## config.mk

```make
export PLATFORM = sky130hd
export DESIGN_NAME = bitplane_dot_engine
export DESIGN_NICKNAME = d
export VERILOG_FILES = /design/src/rtl/bpd_pkg.sv /design/src/rtl/bpd_row_mux.sv /design/src/rtl/bpd_popcount.sv /design/src/rtl/bpd_shift_term.sv /design/src/rtl/bitplane_dot_engine.sv
export SDC_FILE = /design/constraint.sdc
export NUM_CORES = 1
export LEC_CHECK = 0
export ABC_AREA = 1
export BUFFER_PORTS_ARGS = -buffer_cell sky130_fd_sc_hd__buf_2
export CAP_MARGIN = 20
export CORE_MARGIN = 1
export CORE_UTILIZATION = 43
export DETAILED_ROUTE_END_ITERATION = 16
export HOLD_SLACK_MARGIN = 0.03
export PLACE_DENSITY_LB_ADDON = 0.25
export SYNTH_ARGS = -nofsm -noshare
export SYNTH_HDL_FRONTEND = slang
export SYNTH_SLANG_ARGS = --single-unit
export TNS_END_PERCENT = 30
```

## constraint.sdc

```tcl
create_clock -name clk -period 4.9 [get_ports clk]
set_input_delay 0.49 -clock clk [delete_from_list [all_inputs] [get_ports clk]]
set_output_delay 0.49 -clock clk [all_outputs]
set_load 0.05 [all_outputs]
```

## src/rtl/bpd_pkg.sv

```systemverilog
package bpd_pkg;
    typedef enum logic {
        ST_IDLE = 1'b0,
        ST_RUN  = 1'b1
    } bpd_state_e;
endpackage

```

## src/rtl/bpd_row_mux.sv

```systemverilog
module bpd_row_mux #(
    parameter int N_ROWS = 3,
    parameter int ROW_W  = 4,
    parameter int SEL_W  = 2
) (
    input  logic [N_ROWS*ROW_W-1:0] planes,
    input  logic [SEL_W-1:0]        sel,
    output logic [ROW_W-1:0]        row
);
    localparam int SLOTS = 1 << SEL_W;

    logic [ROW_W-1:0] rows [SLOTS];

    for (genvar g = 0; g < SLOTS; g++) begin : g_slot
        if (g < N_ROWS) begin : g_real
            assign rows[g] = planes[g*ROW_W +: ROW_W];
        end else begin : g_pad
            assign rows[g] = '0;
        end
    end

    assign row = rows[sel];
endmodule

```

## src/rtl/bpd_popcount.sv

```systemverilog
module bpd_popcount #(
    parameter int WIDTH = 4,
    parameter int CNT_W = 3
) (
    input  logic [WIDTH-1:0] bits,
    output logic [CNT_W-1:0] count
);
    logic [CNT_W-1:0] part [WIDTH+1];

    assign part[0] = '0;
    for (genvar g = 0; g < WIDTH; g++) begin : g_bit
        assign part[g+1] = part[g] + CNT_W'(bits[g]);
    end

    assign count = part[WIDTH];
endmodule

```

## src/rtl/bpd_shift_term.sv

```systemverilog
module bpd_shift_term #(
    parameter int CNT_W = 3,
    parameter int SH_W  = 3,
    parameter int OUT_W = 8
) (
    input  logic [CNT_W-1:0] count,
    input  logic [SH_W-1:0]  shift,
    output logic [OUT_W-1:0] term
);
    assign term = OUT_W'(count) << shift;
endmodule

```

## src/rtl/bitplane_dot_engine.sv

```systemverilog
module bitplane_dot_engine #(
    parameter int N_ELEM = 4,
    parameter int A_BITS = 3,
    parameter int W_BITS = 3,
    parameter int N_FILT = 4,
    localparam int MAX_SUM = N_ELEM * ((1 << A_BITS) - 1) * ((1 << W_BITS) - 1),
    localparam int ACC_W   = $clog2(MAX_SUM + 1),
    localparam int FILT_W  = (N_FILT > 1) ? $clog2(N_FILT) : 1
) (
    input  logic                             clk,
    input  logic                             rst_n,
    input  logic                             start,
    input  logic [N_FILT-1:0]                skip_mask,
    input  logic [A_BITS*N_ELEM-1:0]         act_planes,
    input  logic [N_FILT*W_BITS*N_ELEM-1:0]  wgt_planes,
    output logic                             busy,
    output logic                             done,
    output logic [FILT_W-1:0]                done_filt,
    output logic [ACC_W-1:0]                 result
);
    import bpd_pkg::*;

    localparam int AI_W  = (A_BITS > 1) ? $clog2(A_BITS) : 1;
    localparam int WI_W  = (W_BITS > 1) ? $clog2(W_BITS) : 1;
    localparam int WR_W  = (N_FILT * W_BITS > 1) ? $clog2(N_FILT * W_BITS) : 1;
    localparam int CNT_W = $clog2(N_ELEM + 1);
    localparam int SH_W  = (A_BITS + W_BITS > 2) ? $clog2(A_BITS + W_BITS - 1) : 1;

    typedef struct packed {
        bpd_state_e        st;
        logic              busy;
        logic [FILT_W-1:0] filt;
        logic [AI_W-1:0]   ai;
        logic [WI_W-1:0]   wi;
        logic [ACC_W-1:0]  acc;
        logic              done;
        logic [FILT_W-1:0] rfilt;
        logic [ACC_W-1:0]  result;
    } seq_t;

    seq_t seq_d, seq_q;

    logic [N_ELEM-1:0] act_row, wgt_row;
    logic [WR_W-1:0]   wsel;
    logic [CNT_W-1:0]  pop;
    logic [SH_W-1:0]   shamt;
    logic [ACC_W-1:0]  term;

    assign wsel  = WR_W'(seq_q.filt) * WR_W'(W_BITS) + WR_W'(seq_q.wi);
    assign shamt = SH_W'(seq_q.ai) + SH_W'(seq_q.wi);

    bpd_row_mux #(.N_ROWS(A_BITS), .ROW_W(N_ELEM), .SEL_W(AI_W)) i_act_mux (
        .planes(act_planes), .sel(seq_q.ai), .row(act_row)
    );

    bpd_row_mux #(.N_ROWS(N_FILT*W_BITS), .ROW_W(N_ELEM), .SEL_W(WR_W)) i_wgt_mux (
        .planes(wgt_planes), .sel(wsel), .row(wgt_row)
    );

    bpd_popcount #(.WIDTH(N_ELEM), .CNT_W(CNT_W)) i_pop (
        .bits(act_row & wgt_row), .count(pop)
    );

    bpd_shift_term #(.CNT_W(CNT_W), .SH_W(SH_W), .OUT_W(ACC_W)) i_shift (
        .count(pop), .shift(shamt), .term(term)
    );

    always_comb begin
        logic             last_ai, last_wi, last_f;
        logic [ACC_W-1:0] sum;
        seq_d      = seq_q;
        seq_d.done = 1'b0;
        last_ai    = (seq_q.ai == AI_W'(A_BITS - 1));
        last_wi    = (seq_q.wi == WI_W'(W_BITS - 1));
        last_f     = (seq_q.filt == FILT_W'(N_FILT - 1));
        sum        = seq_q.acc + term;
        unique case (seq_q.st)
            ST_IDLE: begin
                if (start) begin
                    seq_d.st   = ST_RUN;
                    seq_d.busy = 1'b1;
                    seq_d.filt = '0;
                    seq_d.ai   = '0;
                    seq_d.wi   = '0;
                    seq_d.acc  = '0;
                end
            end
            ST_RUN: begin
                if (skip_mask[seq_q.filt] || (last_ai && last_wi)) begin
                    seq_d.done   = 1'b1;
                    seq_d.rfilt  = seq_q.filt;
                    seq_d.result = skip_mask[seq_q.filt] ? '0 : sum;
                    seq_d.acc    = '0;
                    seq_d.ai     = '0;
                    seq_d.wi     = '0;
                    if (last_f) begin
                        seq_d.st   = ST_IDLE;
                        seq_d.busy = 1'b0;
                    end else begin
                        seq_d.filt = seq_q.filt + 1'b1;
                    end
                end else begin
                    seq_d.acc = sum;
                    if (last_ai) begin
                        seq_d.ai = '0;
                        seq_d.wi = seq_q.wi + 1'b1;
                    end else begin
                        seq_d.ai = seq_q.ai + 1'b1;
                    end
                end
            end
            default: seq_d.st = ST_IDLE;
        endcase
    end

    always_ff @(posedge clk) begin
        if (!rst_n) begin
            seq_q <= '{st: ST_IDLE, default: '0};
        end else begin
            seq_q <= seq_d;
        end
    end

    assign busy      = seq_q.busy;
    assign done      = seq_q.done;
    assign done_filt = seq_q.rfilt;
    assign result    = seq_q.result;
endmodule

```

Word-level counts from Yosys, hierarchy flattened
Index checks and enable logic that the tools add are counted.
{"block": "word_totals", "reg_bits": 27, "latch_bits": 0, "ram_bits": 0, "mem_bits_ro": 0, "inputBits": 67, "elab_cells": 60, "n_memories": 0}
{"block": "op_classes", "n_addsub": 9, "n_mul": 1, "div_mod_pow": 0, "magnitude_cmp": 3, "n_eq_ne": 8, "n_shift": 1, "n_mux": 18, "bitwise_logic": 4, "reduce_logical": 7}
{"cell": "one-hot mux 16 bit (2 select lines)", "n": 1}
{"cell": "2-to-1 mux 4 bit", "n": 5}
{"cell": "binary-select mux 4 bit (select 4 bit)", "n": 1}
{"cell": "2-to-1 mux 16 bit", "n": 1}
{"cell": "2-to-1 mux 12 bit", "n": 1}
{"cell": "2-to-1 mux 11 bit", "n": 1}
{"cell": "adder 8 bit", "n": 1}
{"cell": "binary-select mux 4 bit (select 2 bit)", "n": 1}
{"cell": "2-to-1 mux 2 bit", "n": 4}
{"cell": "2-to-1 mux 8 bit", "n": 1}
{"cell": "<< shifter 3 x 3 -> 8 bit", "n": 1}
{"cell": "adder 2 x 1 -> 2 bit, second input constant", "n": 3}
{"cell": "adder 3 x 1 -> 3 bit", "n": 2}
{"cell": "== test 2 bit, second input constant", "n": 3}
{"cell": "AND reduction 2 bit", "n": 3}
{"cell": "AND reduction 3 bit", "n": 2}
{"cell": ">= comparator 5 bit, second input constant", "n": 1}
{"cell": "inverter 4 -> 5 bit", "n": 1}
{"cell": "adder 4 x 2 -> 4 bit", "n": 1}
{"cell": "AND 4 bit", "n": 1}
{"cell": "multiplier 2 x 2 -> 4 bit, second input constant", "n": 1}
{"cell": "!= test 2 x 1 -> 1 bit, second input constant", "n": 2}
{"cell": "!= test 2 bit, second input constant", "n": 2}
{"cell": "adder 2 x 2 -> 3 bit", "n": 1}
{"cell": "10 further kinds", "n": 10}

Depth between registers and ports, before layout
{"block": "depth", "word_depth": 14, "depth_mapped": 27}

Modules after synthesis
Synthesis repeated with hierarchy kept, for this count alone.
{"block": "unflattened", "cells_unflattened": 432, "area_unflattened_um2": 2646.3}
{"mod": "bitplane_dot_engine", "n_inst": 1, "cells_each": 231, "area_each_um2": 1751.7, "seq_area_each_um2": 540.5}
{"mod": "bpd_row_mux at i_wgt_mux", "n_inst": 1, "cells_each": 132, "area_each_um2": 581.8, "seq_area_each_um2": 0.0}
{"mod": "bpd_row_mux at i_act_mux", "n_inst": 1, "cells_each": 30, "area_each_um2": 125.1, "seq_area_each_um2": 0.0}
{"mod": "bpd_shift_term", "n_inst": 1, "cells_each": 31, "area_each_um2": 123.9, "seq_area_each_um2": 0.0}
{"mod": "bpd_popcount", "n_inst": 1, "cells_each": 8, "area_each_um2": 63.8, "seq_area_each_um2": 0.0}

Least setup slack after synthesis
Ideal clock, no wire load.
{"block": "synth_timing", "path_kind": "register to register", "startpoint": "reg seq_q[20] in the netlist's numbering", "endpoint": "reg seq_q[18] in the netlist's numbering", "t_arrival_ps": 4451, "required_ps": 4768, "slack_ps": 317, "stages_incl_launch_ff": 25, "cell_sequence": "dfxtp_1 inv_1 fa_1 inv_1 ha_1 fa_1 inv_1 nand3_1 nand2_1 nor2_1 nor3_1 ha_1 fa_1 ha_1 nand2_1 a21oi_1 a31oi_1 nor2_1 ha_1 a21oi_1 nand2_1 a21oi_1 nand3_1 nand3_1 a21oi_1"}
{"block": "synth_between", "elab_chain_len": 13, "word_cells_on_any_way": 17, "classes_between": "add/sub: 6; eq/ne: 1; shift: 1; mux: 5; bitwise: 2; reduce/logical: 2"}
{"element": "from (decl)", "line": "bitplane_dot_engine.sv:41", "source": "seq_t seq_d, seq_q;"}
{"element": "from (signal assigned)", "line": "bitplane_dot_engine.sv:120", "source": "seq_q <= seq_d;"}
{"element": "adder 4 x 2 -> 4 bit", "line": "bitplane_dot_engine.sv:49", "source": "assign wsel = WR_W'(seq_q.filt) * WR_W'(W_BITS) + WR_W'(seq_q.wi);"}
{"element": "inverter 4 -> 5 bit (not written as such)", "line": "bpd_row_mux.sv:22", "source": "assign row = rows[sel];"}
{"element": "binary-select mux 4 bit (select 4 bit)", "line": "bpd_row_mux.sv:22"}
{"element": "2-to-1 mux 4 bit (not written as such) (2 in a row)", "line": "bpd_row_mux.sv:22"}
{"element": "AND 4 bit", "line": "bitplane_dot_engine.sv:61", "source": ".bits(act_row & wgt_row), .count(pop)"}
{"element": "adder 1 x 1 -> 2 bit", "line": "bpd_popcount.sv:12", "source": "assign part[g+1] = part[g] + CNT_W'(bits[g]);"}
{"element": "adder 3 x 1 -> 3 bit (2 in a row)", "line": "bpd_popcount.sv:12"}
{"element": "<< shifter 3 x 3 -> 8 bit", "line": "bpd_shift_term.sv:10", "source": "assign term = OUT_W'(count) << shift;"}
{"element": "adder 8 bit", "line": "bitplane_dot_engine.sv:76", "source": "sum = seq_q.acc + term;"}
{"element": "2-to-1 mux 12 bit (*)", "line": "bitplane_dot_engine.sv:89", "source": "if (skip_mask[seq_q.filt] || (last_ai && last_wi)) begin"}
{"element": "one-hot mux 16 bit (2 select lines) (*)", "line": "bitplane_dot_engine.sv:77", "source": "unique case (seq_q.st)"}
Every way passes the cells marked *; elsewhere a longest branch is shown, timed or not. The select of a mux whose other input is x is not followed.
A chain may end at the register's enable or synchronous reset.

Worst setup path in the final report
Same ends and word-level chain as after synthesis.

==> impl_metrics.py <==
metrics = {
    "floorplanning": {
        "num_rows": 26,
        "core_area_um2": 5140,
        "dieWidth_um": 75.2,
        "die_area_um2": 5660,
        "initial_core_util_pct": 44.8,
        "num_io_pins": 79,
        "die_h_um": 75.2,
    },
    "placed_design": {
        "placed_cells": 501,
        "port_buffers": 78,
        "gp_congestion": 0.864,
        "dp.final_hpwl_um": 4490,
    },
    "cells_and_area": {
        "areaGrowthSynthToFinish_pct": 23.0,
        "layout.cells.non_filler": 505,
        "drive_gt1_share_pct": 28.5,
        "antennaDiodeCount": 0,
        "nNetsFinal": 522,
    },
    "global_routing": {
        "antenna_found_initial": 0,
        "grt_start_max_net_pins": 25,
        "grt-ovfl-total": 0,
        "grt_usage_pct": 21.0,
        "grt_pass1_wl_um": 9600,
        "grt_pass1_vias": 2259,
    },
    "clock_network": {
        "cts_resized": 0,
        "cts_tree": "yes",
        "cts_sinks": 27,
        "numCtsBuffers": 3,
        "cts.path.max_buffers": 2,
        "h-tree-depth": 1,
        "clk_pin_slew_ns": 0.09,
        "clock_latency_ns": 0.27,
        "clockRootBuffer": "clkbuf_8",
        "postCtsHoldBufs": 0,
        "cts_setup_buffers": 0,
    },
    "logic_synthesis": {
        "ys_types": 28,
        "synth_commonest_cells": "nand2_1 (116), nand3_1 (46), inv_1 (35)",
        "synthFlopType": "dfxtp_1",
        "post-synth-top-count-cell": "nand2_1",
        "synth-edff-count": 0,
        "syn_inst": 369,
        "synth_fp_nets": 455,
        "synth_seq_area_share_pct": 23.5,
        "yosysWarnings": 0,
        "synth.area.top_cells": "dfxtp_1 (23%), nand2_1 (19%), nand3_1 (10%), ha_1 (7.6%), a21oi_1 (7.4%)",
        "yosys.area.top_type_share_pct": 23.5,
        "synth_seq_cells": 27,
        "synth_top_area_cell": "dfxtp_1",
        "mappedNetlistArea_um2": 2300,
        "synthArstFlopShare_pct": 0,
        "postSynthAreaPerCell_um2": 6.25,
    },
    "routing": {
        "routedWlPerCell_um": 11.2,
        "ant_nets": 0,
        "routed_wirelength_um": 5680,
        "vias_per_cell": 4.97,
        "drtIter0Drc": 113,
        "dr.pass1.iters": 4,
        "drc": 0,
        "vias": 2508,
    },
    "sta": {
        "setup_violations": 0,
        "period_minus_slack_ns": 4.63,
        "rsz0062_at_grt": "true",
        "timing.final.crit_share_pct": 94.4,
        "timing.fmax_ghz": 0.216,
        "slew_viol_final": 0,
        "slew_headroom_pct": 45.8,
        "holdWs_ns": 0.463,
        "hold_viol_final": 0,
        "fin_worst_skew_ns": 0.00373,
        "tightest_slew_ns": 0.809,
    },
    "critical_path": {
        "critPathKind": "register to register",
        "crit_fanout": 5,
        "rr_worst_depth": 26,
        "end_kind": "register",
        "r2r_start": "seq_q[20]",
        "crit_required_ns": 5.04,
        "crit_arrival_ns": 4.76,
        "reg2reg_setup_slack_ns": 0.27,
        "start_kind": "register",
        "cp-startpoint": "seq_q[20]",
        "r2r_end": "seq_q[18]",
    },
    "worst_hold_path": {
        "hold-path-endpoint": "done_filt[1]",
        "min-delay-start": "done_filt[1]",
        "worstHoldPathCells": 2,
        "min_path_type": "register to register",
    },
    "pwr": {
        "p_leak_nw": 1.43,
        "vdd_drop_max_mv": 0.108,
        "p_per_area_nw_per_um2": 231,
    },
    "outcome": {
        "status": "completed",
    },
    "flow_run": {
        "drv_cap": 0,
    },
}
final cells by class:
cell class	instances	area [um2]
tap	70	87.6
sequential	27	543
multi-input combinational	282	1580
clock inverter	1	5.00
inverter	37	139
clock buffer	3	41.3
timing repair buffer	85	443
fill	551	2310
stage by stage:
step / util [%] / instance area (um2) / power, mW / worst slack (ns) / TNS (ns)
5_1_grt: 55.1 / 2830 / 0.706 / -0.0491 / -0.132
2_1_floorplan: - / 2300 / 0.436 / 0.317 / 0
6_report: 55.1 / 2830 / 0.656 / 0.275 / 0
3_3_place_gp: 52.3 / 2690 / 0.508 / 0.161 / 0
4_1_cts: 53.2 / 2740 / 0.636 / 0.0283 / 0
3_5_place_dp: 52.3 / 2690 / 0.509 / 0.0729 / 0
sequential cells by signal, summed over array words and instances (netlist names):
signal / cells
seq_q: 15
done_filt: 2
busy: 1
result: 8
done: 1
worst max-delay path by stage:
stage,endpoint,slack [ns],depth (start not counted)
CTS,seq_q[18],0.03,24
global placement,result[7],0.16,24
global route,seq_q[18],-0.05,25
finish,seq_q[18],0.27,26
floorplan,seq_q[18],0.32,24
detailed placement,seq_q[18],0.07,24
cell families after synthesis:
| family | Yosys count | synth area share, % |
|---|---|---|
| AO/OA/AOI/OAI | 54 | 12.3 |
| XOR/XNOR | 4 | 1.52 |
| adder cells (fa/ha/maj) | 19 | 11.9 |
| buffers and inverters | 60 | 12.4 |
| flip-flops | 27 | 23.5 |
| AND/OR/NAND/NOR | 205 | 38.4 |
power by group:
part	internal [mW]	total (mW)	leakage [nW]	switching, mW
Combinational	0.118	0.294	1.18	0.176
Clock	0.0570	0.126	0.0255	0.0694
Sequential	0.228	0.236	0.220	0.00730
Total	0.403	0.656	1.43	0.253
placed cells by master, fill, tap and decap left out, types with 3 or more instances in the layout:
cell	instances
inv_1	34
nand3_1	45
or2_2	3
nor2_2	4
o22ai_1	4
ha_4	3
nand4_1	5
nor2_1	21
nand2_1	114
a21oi_1	29
inv_2	3
buf_4	7
dfxtp_1	25
buf_2	78
clkbuf_8	3
a21oi_2	5
nand2_2	5
fa_2	3
o21ai_0	12
ha_1	10
metal layers:
metal | track usage (%) | wire [um] | vias up
met5 | 0 | 0 | -
met4 | 2.47 | 23 | 0
met3 | 1.47 | 301 | 2
met2 | 38.1 | 2670 | 89
met1 | 28.1 | 2680 | 1094
li1 | - | - | 1323
worst max-delay path, cell delays in order (launching register included):
cell and delay [ns]:
dfxtp_2 0.34, inv_1 0.05, fa_1 0.54, inv_1 0.04, ha_2 0.18, fa_2 0.63
inv_2 0.07, nand3_1 0.08, nand2_1 0.06, nor2_2 0.09, nor3_2 0.05, ha_1 0.31
fa_2 0.36, ha_4 0.23, nand2_2 0.06, a21oi_1 0.07, a31oi_1 0.19, nor2_1 0.08
ha_1 0.35, nand2_1 0.11, inv_1 0.04, nand2_1 0.05, nand2_1 0.07, a21oi_2 0.14
nand3_1 0.11, nand3_1 0.12, a21oi_2 0.05
(Power assumes the default switching activity.)
